## src/rtl/adc_scan_pkg.sv

```systemverilog
package adc_scan_pkg;

    // Fixed by the converter: four inputs each, 16-bit result register.
    localparam int CH_PER_DEV = 4;
    localparam int CH_W       = 2;
    localparam int RES_W      = 16;
    localparam int STEP_W     = 4;

    // Byte steps of one channel; the order is the bus behaviour.
    localparam logic [STEP_W-1:0] STP_CFG_ADDR = 4'd0;
    localparam logic [STEP_W-1:0] STP_CFG_PTR  = 4'd1;
    localparam logic [STEP_W-1:0] STP_CFG_HI   = 4'd2;
    localparam logic [STEP_W-1:0] STP_CFG_LO   = 4'd3;
    localparam logic [STEP_W-1:0] STP_RD_ADDRW = 4'd4;
    localparam logic [STEP_W-1:0] STP_RD_PTR   = 4'd5;
    localparam logic [STEP_W-1:0] STP_RD_ADDRR = 4'd6;
    localparam logic [STEP_W-1:0] STP_RD_HI    = 4'd7;
    localparam logic [STEP_W-1:0] STP_RD_LO    = 4'd8;

    typedef enum logic [2:0] {
        SQ_IDLE,
        SQ_ISSUE,
        SQ_TARM,
        SQ_WAIT,
        SQ_STORE
    } seq_state_e;

    typedef struct packed {
        logic       start_c;
        logic       stop_c;
        logic       rd;
        logic [7:0] dat;
    } bus_cmd_t;

endpackage

```

## src/rtl/adc_scan_cursor.sv

```systemverilog
module adc_scan_cursor
    import adc_scan_pkg::*;
#(
    parameter int NUM_DEV = 4,
    localparam int DEV_W = (NUM_DEV > 1) ? $clog2(NUM_DEV) : 1
) (
    input  logic            clk,
    input  logic            rst_n,
    input  logic            clear,
    input  logic            advance,
    output logic [DEV_W-1:0] dev,
    output logic [CH_W-1:0]  ch,
    output logic            last
);

    localparam logic [DEV_W-1:0] DEV_MAX = DEV_W'(NUM_DEV - 1);
    localparam logic [CH_W-1:0]  CH_MAX  = CH_W'(CH_PER_DEV - 1);

    typedef struct packed {
        logic [DEV_W-1:0] dev;
        logic [CH_W-1:0]  ch;
    } cur_t;

    cur_t cur_d, cur_q;

    always_comb begin
        cur_d = cur_q;
        if (clear) begin
            cur_d = '0;
        end else if (advance) begin
            if (cur_q.ch == CH_MAX) begin
                cur_d.ch  = '0;
                cur_d.dev = (cur_q.dev == DEV_MAX) ? '0 : cur_q.dev + 1'b1;
            end else begin
                cur_d.ch = cur_q.ch + 1'b1;
            end
        end
    end

    always_ff @(posedge clk or negedge rst_n) begin
        if (!rst_n) cur_q <= '0;
        else        cur_q <= cur_d;
    end

    assign dev  = cur_q.dev;
    assign ch   = cur_q.ch;
    assign last = (cur_q.dev == DEV_MAX) && (cur_q.ch == CH_MAX);

endmodule

```

## src/rtl/adc_scan_cmd.sv

```systemverilog
module adc_scan_cmd
    import adc_scan_pkg::*;
#(
    parameter int          DEV_W     = 2,
    parameter logic [6:0]  BASE_ADDR = 7'b1001000,
    parameter logic [7:0]  PTR_CFG   = 8'h01,
    parameter logic [7:0]  PTR_CONV  = 8'h00,
    parameter logic [2:0]  GAIN_CODE = 3'b000,
    parameter logic [7:0]  CFG_LO    = 8'h83
) (
    input  logic [STEP_W-1:0] step,
    input  logic [DEV_W-1:0]  dev,
    input  logic [CH_W-1:0]   ch,
    output bus_cmd_t          cmd
);

    logic [6:0] addr7;
    logic [7:0] cfg_hi;

    assign addr7  = BASE_ADDR + 7'(dev);
    // start bit, single-ended select 1cc, gain, single-shot
    assign cfg_hi = {1'b1, 1'b1, ch, GAIN_CODE, 1'b1};

    always_comb begin
        cmd = '0;
        unique case (step)
            STP_CFG_ADDR: cmd = '{start_c: 1'b1, stop_c: 1'b0, rd: 1'b0, dat: {addr7, 1'b0}};
            STP_CFG_PTR:  cmd = '{start_c: 1'b0, stop_c: 1'b0, rd: 1'b0, dat: PTR_CFG};
            STP_CFG_HI:   cmd = '{start_c: 1'b0, stop_c: 1'b0, rd: 1'b0, dat: cfg_hi};
            STP_CFG_LO:   cmd = '{start_c: 1'b0, stop_c: 1'b1, rd: 1'b0, dat: CFG_LO};
            STP_RD_ADDRW: cmd = '{start_c: 1'b1, stop_c: 1'b0, rd: 1'b0, dat: {addr7, 1'b0}};
            STP_RD_PTR:   cmd = '{start_c: 1'b0, stop_c: 1'b0, rd: 1'b0, dat: PTR_CONV};
            STP_RD_ADDRR: cmd = '{start_c: 1'b1, stop_c: 1'b0, rd: 1'b0, dat: {addr7, 1'b1}};
            STP_RD_HI:    cmd = '{start_c: 1'b0, stop_c: 1'b0, rd: 1'b1, dat: 8'h00};
            STP_RD_LO:    cmd = '{start_c: 1'b0, stop_c: 1'b1, rd: 1'b1, dat: 8'h00};
            default:      cmd = '0;
        endcase
    end

endmodule

```

## src/rtl/adc_scan_bank.sv

```systemverilog
module adc_scan_bank #(
    parameter int DEPTH  = 16,
    parameter int DATA_W = 16,
    localparam int IDX_W = (DEPTH > 1) ? $clog2(DEPTH) : 1
) (
    input  logic              clk,
    input  logic              rst_n,
    input  logic              wr_en,
    input  logic [IDX_W-1:0]  wr_idx,
    input  logic [DATA_W-1:0] wr_data,
    input  logic              wr_ok,
    input  logic [IDX_W-1:0]  rd_idx,
    output logic [DATA_W-1:0] rd_data,
    output logic              rd_ok
);

    logic [DATA_W-1:0] data_d [DEPTH];
    logic [DATA_W-1:0] data_q [DEPTH];
    logic [DEPTH-1:0]  ok_d, ok_q;
    logic              rd_in_range;

    always_comb begin
        ok_d = ok_q;
        for (int i = 0; i < DEPTH; i++) data_d[i] = data_q[i];
        if (wr_en) begin
            data_d[wr_idx] = wr_data;
            ok_d[wr_idx]   = wr_ok;
        end
    end

    always_ff @(posedge clk or negedge rst_n) begin
        if (!rst_n) begin
            ok_q <= '0;
            for (int i = 0; i < DEPTH; i++) data_q[i] <= '0;
        end else begin
            ok_q <= ok_d;
            for (int i = 0; i < DEPTH; i++) data_q[i] <= data_d[i];
        end
    end

    assign rd_in_range = ({1'b0, rd_idx} < (IDX_W + 1)'(DEPTH));
    assign rd_data     = rd_in_range ? data_q[rd_idx] : '0;
    assign rd_ok       = rd_in_range ? ok_q[rd_idx] : 1'b0;

endmodule

```

## src/rtl/adc_scan_seq.sv

```systemverilog
module adc_scan_seq
    import adc_scan_pkg::*;
#(
    parameter int         NUM_DEV   = 4,
    parameter logic [6:0] BASE_ADDR = 7'b1001000,
    parameter logic [7:0] CFG_LO    = 8'h83,
    localparam int DEV_W = (NUM_DEV > 1) ? $clog2(NUM_DEV) : 1,
    localparam int TAG_W = DEV_W + CH_W
) (
    input  logic             clk,
    input  logic             rst_n,
    input  logic             scan_start,
    input  logic             scan_cont,
    input  logic             mode12,
    output logic             bus_req,
    output logic [7:0]       bus_dat,
    output logic             bus_start_cond,
    output logic             bus_stop_cond,
    output logic             bus_rd,
    input  logic             bus_done,
    input  logic             bus_nack,
    input  logic [7:0]       bus_rdata,
    output logic             tmr_start,
    input  logic             tmr_done,
    output logic             res_valid,
    output logic [TAG_W-1:0] res_tag,
    output logic [RES_W-1:0] res_data,
    output logic             res_ok,
    output logic             err_flag,
    output logic [DEV_W-1:0] err_dev,
    output logic             scan_busy,
    input  logic [TAG_W-1:0] rd_idx,
    output logic [RES_W-1:0] rd_data,
    output logic             rd_ok
);

    localparam int DEPTH = NUM_DEV * CH_PER_DEV;

    typedef struct packed {
        seq_state_e        st;
        logic [STEP_W-1:0] step;
        logic [7:0]        hi;
        logic [RES_W-1:0]  res;
        logic              ok;
        logic              err;
        logic [DEV_W-1:0]  err_dev;
    } seq_t;

    seq_t             s_d, s_q;
    logic             cur_clear, cur_adv, cur_last;
    logic [DEV_W-1:0] cur_dev;
    logic [CH_W-1:0]  cur_ch;
    bus_cmd_t         cmd;
    logic [RES_W-1:0] raw_word, conv_word;

    adc_scan_cursor #(.NUM_DEV(NUM_DEV)) u_cursor (
        .clk     (clk),
        .rst_n   (rst_n),
        .clear   (cur_clear),
        .advance (cur_adv),
        .dev     (cur_dev),
        .ch      (cur_ch),
        .last    (cur_last)
    );

    adc_scan_cmd #(
        .DEV_W     (DEV_W),
        .BASE_ADDR (BASE_ADDR),
        .CFG_LO    (CFG_LO)
    ) u_cmd (
        .step (s_q.step),
        .dev  (cur_dev),
        .ch   (cur_ch),
        .cmd  (cmd)
    );

    // Result word: high byte already held, low byte arriving now.
    assign raw_word  = {s_q.hi, bus_rdata};
    assign conv_word = mode12 ? RES_W'($signed(raw_word) >>> 4) : raw_word;

    always_comb begin
        s_d       = s_q;
        cur_clear = 1'b0;
        cur_adv   = 1'b0;
        unique case (s_q.st)
            SQ_IDLE: begin
                if (scan_start) begin
                    s_d.st    = SQ_ISSUE;
                    s_d.step  = STP_CFG_ADDR;
                    cur_clear = 1'b1;
                end
            end
            SQ_ISSUE: begin
                if (bus_done) begin
                    if (!cmd.rd && bus_nack) begin
                        s_d.err     = 1'b1;
                        s_d.err_dev = cur_dev;
                        s_d.ok      = 1'b0;
                        s_d.res     = '0;
                        s_d.st      = SQ_STORE;
                    end else if (s_q.step == STP_CFG_LO) begin
                        s_d.st = SQ_TARM;
                    end else if (s_q.step == STP_RD_LO) begin
                        s_d.res = conv_word;
                        s_d.ok  = 1'b1;
                        s_d.st  = SQ_STORE;
                    end else begin
                        if (s_q.step == STP_RD_HI) s_d.hi = bus_rdata;
                        s_d.step = s_q.step + 1'b1;
                    end
                end
            end
            SQ_TARM: begin
                s_d.st   = SQ_WAIT;
                s_d.step = STP_RD_ADDRW;
            end
            SQ_WAIT: begin
                if (tmr_done) s_d.st = SQ_ISSUE;
            end
            SQ_STORE: begin
                cur_adv  = 1'b1;
                s_d.step = STP_CFG_ADDR;
                s_d.st   = (cur_last && !scan_cont) ? SQ_IDLE : SQ_ISSUE;
            end
            default: s_d.st = SQ_IDLE;
        endcase
    end

    always_ff @(posedge clk or negedge rst_n) begin
        if (!rst_n) begin
            s_q    <= '0;
            s_q.st <= SQ_IDLE;
        end else begin
            s_q <= s_d;
        end
    end

    assign bus_req        = (s_q.st == SQ_ISSUE);
    assign bus_dat        = cmd.dat;
    assign bus_start_cond = cmd.start_c;
    assign bus_stop_cond  = cmd.stop_c;
    assign bus_rd         = cmd.rd;
    assign tmr_start      = (s_q.st == SQ_TARM);
    assign res_valid      = (s_q.st == SQ_STORE);
    assign res_tag        = {cur_dev, cur_ch};
    assign res_data       = s_q.res;
    assign res_ok         = s_q.ok;
    assign err_flag       = s_q.err;
    assign err_dev        = s_q.err_dev;
    assign scan_busy      = (s_q.st != SQ_IDLE);

    adc_scan_bank #(.DEPTH(DEPTH), .DATA_W(RES_W)) u_bank (
        .clk     (clk),
        .rst_n   (rst_n),
        .wr_en   (res_valid),
        .wr_idx  (res_tag),
        .wr_data (s_q.res),
        .wr_ok   (s_q.ok),
        .rd_idx  (rd_idx),
        .rd_data (rd_data),
        .rd_ok   (rd_ok)
    );

endmodule

```

## config.mk

```make
export PLATFORM = sky130hd
export DESIGN_NAME = adc_scan_seq
export DESIGN_NICKNAME = d
export VERILOG_FILES = /design/src/rtl/adc_scan_pkg.sv /design/src/rtl/adc_scan_cursor.sv /design/src/rtl/adc_scan_cmd.sv /design/src/rtl/adc_scan_bank.sv /design/src/rtl/adc_scan_seq.sv
export SDC_FILE = /design/constraint.sdc
export NUM_CORES = 1
export LEC_CHECK = 0
export ABC_CLOCK_PERIOD_IN_PS = 2000
export BUFFER_PORTS_ARGS = -buffer_cell sky130_fd_sc_hd__buf_2
export CAP_MARGIN = 20
export CORE_ASPECT_RATIO = 0.75
export CORE_MARGIN = 3
export CORE_UTILIZATION = 35
export DETAILED_ROUTE_END_ITERATION = 6
export SYNTH_ARGS = -nofsm -noshare
export SYNTH_HDL_FRONTEND = slang
export SYNTH_SLANG_ARGS = --single-unit
```

## constraint.sdc

```tcl
create_clock -name clk -period 2 [get_ports clk]
set_input_delay 0.3 -clock clk [delete_from_list [all_inputs] [get_ports clk]]
set_output_delay 0.3 -clock clk [all_outputs]
set_load 0.01 [all_outputs]
```

# [After elaboration in Yosys (flattened, before gate mapping)]
# Cells that the tools add are included.
# Widths: inputs -> output; s select.
[op_classes] addsub=4 mul=0 div_mod_pow=0 order_cmp=6 eq_ne=21 shifts=0 muxes=37 bitwise=5 reduce_logical=21
[ops] cell="$bwmux 256" count=1
[ops] cell="$pmux 11 s7" count=1
[ops] cell="$bmux 16 s4" count=1
[ops] cell="$demux 16 s4" count=1
[ops] cell="$mux 16" count=3
[ops] cell="$mux 35" count=1
[ops] cell="$mux 17" count=2
[ops] cell="$mux 29" count=1
[ops] cell="$mux 12" count=2
[ops] cell="$bwmux 16" count=1
[ops] cell="$pmux 4 s4" count=1
[ops] cell="$mux 15" count=1
[ops] cell="$mux 3" count=5
[ops] cell="$pmux 3 s5" count=1
[ops] cell="$eq 4x3->1 const B" count=3
[ops] cell="$ne 2x2->1 const B" count=6
[ops] cell="$reduce_and 6->1" count=2
[ops] cell="$ge 5x5->1 const B" count=2
[ops] cell="$lt 4x5->1 const B" count=2
[ops] cell="$not 4->5" count=2
[ops] cell="$eq 4x2->1 const B" count=2
[ops] cell="$mux 4" count=2
[ops] cell="$mux 8" count=1
[ops] cell="$reduce_and 4->1" count=2
[ops] cell="29 further kinds" count=48
[word_totals] register_bits=311 latch_bits=0 mem_bits_rw=0 romBits=0 input_bits=20 out_inout_bits=56 word_cells=120 memories=0

# [Depth between registers and ports, before layout]
[depth] ltp_word=8 mapped_depth=8 depth_no_buf=6

# [Hierarchy]
# A second synthesis with hierarchy kept.
[unflattened] cells_unflattened=965 hier_area_um2=14626.5
[by_module_without_submodules] module="adc_scan_bank" instances=1 cells_each=756 area_each_um2=12440.7 seq_area_each_um2=6806.5
[by_module_without_submodules] module="adc_scan_seq" instances=1 cells_each=167 area_each_um2=1829.3 seq_area_each_um2=875.8
[by_module_without_submodules] module="adc_scan_cursor" instances=1 cells_each=18 area_each_um2=215.2 seq_area_each_um2=100.1
[by_module_without_submodules] module="adc_scan_cmd" instances=1 cells_each=24 area_each_um2=141.4 seq_area_each_um2=0.0

# [Least setup slack after synthesis]
# OpenSTA, ideal clock, no wires.
[synth_path] kind="input -> output" from="input rd_idx[1]" to="output rd_data[0]" arrival_time_ps=1839 t_required_ps=1700 path_slack_ps=-139 cell_stages=5 n_path_buf=3 cell_sequence="clkbuf_1 -> clkbuf_1 -> buf_2 -> mux4_2 -> mux4_2"
[synth_between] elab_chain_cells=4
[synth_rtl] item="start: declaration" line="adc_scan_seq.sv:32" source="input logic [TAG_W-1:0] rd_idx,"
[synth_rtl] item="$not 4->5 (implied by the code)" line="adc_scan_bank.sv:42" source="assign rd_data = rd_in_range ? data_q[rd_idx] : '0;"
[synth_rtl] item="$bmux 16 s4" line="adc_scan_bank.sv:42"
[synth_rtl] item="$mux 16 (implied by the code) (2 in series)" line="adc_scan_bank.sv:42"
[synth_rtl] item="end: declaration" line="adc_scan_seq.sv:33" source="output logic [RES_W-1:0] rd_data,"
# No other way between the ends. The select of a mux whose other input is x is not followed.

# [Final worst setup path]
[layout_path] from="register u_bank.data_q[147] in the netlist's numbering" to="output rd_data[3]"
[layout_between] elab_chain_cells=3
[layout_rtl] item="start: declaration" line="adc_scan_bank.sv:18" source="logic [DATA_W-1:0] data_q [DEPTH];"
[layout_rtl] item="$bmux 16 s4" line="adc_scan_bank.sv:42"
[layout_rtl] item="$mux 16 (implied by the code) (2 in series)" line="adc_scan_bank.sv:42"
# No other way between the ends. The select of a mux whose other input is x is not followed.

==> flow_metrics.tcl <==
set metrics [dict create \
    status "finished, violations left" \
    violations "negative setup slack" \
    seqPwrFrac 0.434 \
    arrival_ps 2090 \
    synth_area_leaders "dfrtp_1, mux2_2, mux4_2, mux2i_1, buf_6" \
    synth_top_area_share 0.529 \
    syn2layout_area_growth_pct 20.9 \
    worst_slew_pin_slew_ps 745 \
    r2r_start "s_q[28]" \
    numPortBuffers 74 \
    p_leak_nw 8.53 \
    fp.dieArea_um2 44600 \
    r2r-end "err_dev[1]" \
    clockRootBuffer "clkbuf_16" \
    fin_crit_ps 2390 \
    setup_slack_ps -391 \
    yosysTopAreaCell "dfrtp_1" \
    vias_per_cell 5.20 \
    clk_latency_ps 520 \
    synth-edff-count 0 \
    cp_max_fo 2 \
    internal-power_mw 12.2 \
    synthesis.nets 963 \
    fin_crit_sh 1.20 \
    start_util 0.357 \
    cp-end-kind "output pin" \
    drtAntennaViolNets 0 \
    die_w_um 243 \
    holdPathEnd "raw_word[9]" \
    max_cap_viol_count 0 \
    fin_util 0.432 \
    place_ws_ps -263 \
    htree_levels 2 \
    postSynthAreaPerCell_um2 15.8 \
    synthFlopType "dfrtp_1" \
    swShare 0.266 \
    min_path_cells 2 \
    cp.required_ps 1700 \
    finalWeightedCongestion 0.771 \
    worst_hold_slack_ps 37.1 \
    cp-start-kind "flop" \
    hp-start "bus_rdata[1]" \
    cts_buffers 35 \
    drt-pass1-iter-count 5 \
    wire_per_inst_um 22.6 \
    peakVddDrop_mv 0.449 \
    globalRouteOverflowTotal 0 \
    grt.total_usage 0.167 \
    min-delay-path-class "in -> reg" \
    grt_pass1_vias 8948 \
    cts_tree "yes" \
    rr_worst_depth 9 \
    ys_async_sr_fraction 1.00 \
    drive_gt1_frac 0.598 \
    fillers 3699 \
    drtIter0Drc 520 \
    pwr-share-comb 0.139 \
    clock-sinks 311 \
    antenna_found_initial 0 \
    vias 8441 \
    setup_violations 25 \
    cts.clk_slew.worst_paths_ps 60 \
    route.detailed.drc 0 \
    fin_skew_ps 20.8 \
    p_sw_mw 4.43 \
    slew_violations 0 \
    ys_ff_latch 311 \
    coreArea_um2 41200 \
    hold_violations 0 \
    syn_inst 931 \
    grt_start_max_net_pins 61 \
    fin_nets 1068 \
    grt_pass1_wl_um 56900 \
    critPathKind "reg -> out" \
    drt_wl_total_um 36600 \
    netlist_area_um2 14700 \
    clk_path_buf_depth 3 \
    p_total_mw 16.7 \
    ys_warn_count 0 \
    ys_seq_area_frac 0.529 \
    num_rows 64 \
    power.density_nw_per_um2 938 \
    dp_hpwl_um 22300 \
    clockPowerShare 0.427 \
    num_io_pins 76 \
    reg2reg_slack_ps -80 \
    timing.fmax_mhz 418 \
    rsz0062_at_grt "yes" \
    die_y_um 184 \
    antennaDiodeCount 0 \
    timing.slew.headroom 0.504 \
    yosys.cell_types.count 47 \
]
[worst max-delay path, stage by stage (launching register included)]
cell and delay, ps:
dfrtp_1 390, mux4_2 490, mux4_2 550, buf_6 160
[through the flow]
stage | std cells | setup TNS [ps] | cell area [um^2]
2_1_floorplan | 931 | -25.5 | 14700
3_3_place_gp | 1545 | -5140 | 16100
3_5_place_dp | 1545 | -4670 | 16100
4_1_cts | 1613 | -6260 | 17600
5_1_grt | 1623 | -7960 | 17800
6_report | 1623 | -6110 | 17800
[cells in the final DEF, fill, tap and decap left out, drive strengths merged, types with 2 or more instances in the layout]
| cell | netlist | final |
|---|---|---|
| a211oi | 2 | 2 |
| a21o | 2 | 2 |
| a21oi | 3 | 3 |
| a22o | 2 | 2 |
| a2bb2oi | 2 | 2 |
| a31oi | 2 | 2 |
| and2 | 2 | 2 |
| buf | 55 | 155 |
| bufinv | 0 | 7 |
| clkbuf | 33 | 47 |
| clkinv | 0 | 4 |
| clkinvlp | 0 | 2 |
| dfrtp | 311 | 311 |
| ha | 12 | 12 |
| inv | 11 | 14 |
| mux2 | 283 | 283 |
| mux2i | 16 | 16 |
| mux4 | 85 | 85 |
| nand2 | 11 | 11 |
| nand2b | 2 | 2 |
| nand3 | 20 | 20 |
| nand3b | 3 | 3 |
| nor2 | 14 | 14 |
| nor3 | 3 | 3 |
| nor3b | 2 | 2 |
| o21ai | 24 | 24 |
| o31ai | 17 | 17 |
| or2 | 2 | 2 |
[sequential cells by signal, summed over array words and instances (netlist names), 2 cells and up]
| register | cells |
|---|---|
| err_dev | 2 |
| raw_word | 8 |
| res_data | 16 |
| s_q | 7 |
| u_bank.data_q | 256 |
| u_bank.ok_q | 16 |
| u_cursor.ch | 2 |
| u_cursor.dev | 2 |
[worst max-delay path by stage]
stage                        from          to  cells past startpoint
2_1_floorplan           rd_idx[0]  rd_data[0]                      5
5_1_grt          u_bank.data_q[1]  rd_data[1]                      3
3_3_place_gp            rd_idx[0]  rd_data[1]                      5
6_report       u_bank.data_q[147]  rd_data[3]                      3
4_1_cts         u_bank.data_q[17]  rd_data[1]                      3
3_5_place_dp            rd_idx[0]  rd_data[1]                      5
[logic make-up after synthesis]
group,synth area share
mux,0.358
fa+ha+maj,0.0102
flops,0.529
other cells,0.000255
compound gates,0.0315
simple gates,0.0314
buf+inv,0.0401
[power groups by stage]
stage / combinational, mW / clock (mW) / sequential (mW)
after detailed placement: 2.10 / 0 / 7.34
final: 2.32 / 7.11 / 7.24
after global placement: 2.06 / 0 / 7.33
after global routing: 2.53 / 7.53 / 7.33
after floorplan: 1.49 / 0 / 6.99
after CTS: 2.22 / 7.27 / 7.24
[cell type report]
class / instances / area, um^2 / share of cell area
clock inverter: 16 / 275 / 0.0155
tap: 561 / 702 / 0.0395
multi-input combinational: 521 / 6450 / 0.363
timing repair buffer: 156 / 1510 / 0.0846
clock buffer: 47 / 1010 / 0.0569
inverter: 11 / 43.8 / 0.00246
sequential: 311 / 7790 / 0.438
[layer usage]
layer	track usage	wire length, um	up-vias
li1	-	-	3687
met1	0.234	17300	4557
met2	0.272	17200	155
met3	0.0305	1500	42
met4	0.0353	609	0
met5	0	0	-
[what timing repair did]
| item | 4_1_cts | 5_1_grt |
|---|---|---|
| buffers inserted | 5 | 10 |
| gates resized for setup | 44 | 28 |
| hold buffers | 1 | 0 |
| endpoints found under the setup margin | 46 | 34 |
| hold endpoints to repair | 52 | 0 |
| pin swaps | 7 | 7 |
[cells in the mapped netlist (3+ instances only)]
master	instances
a21oi_1	3
buf_2	20
buf_4	19
buf_6	14
clkbuf_1	33
dfrtp_1	311
ha_1	12
inv_1	11
mux2_2	283
mux2i_1	16
mux4_2	85
nand2_1	11
nand3_1	4
nand3_2	9
nand3_4	7
nand3b_1	3
nor2_1	12
nor3_1	3
o21ai_0	24
o31ai_1	17
Note: power is estimated with default switching activity, not from simulation.
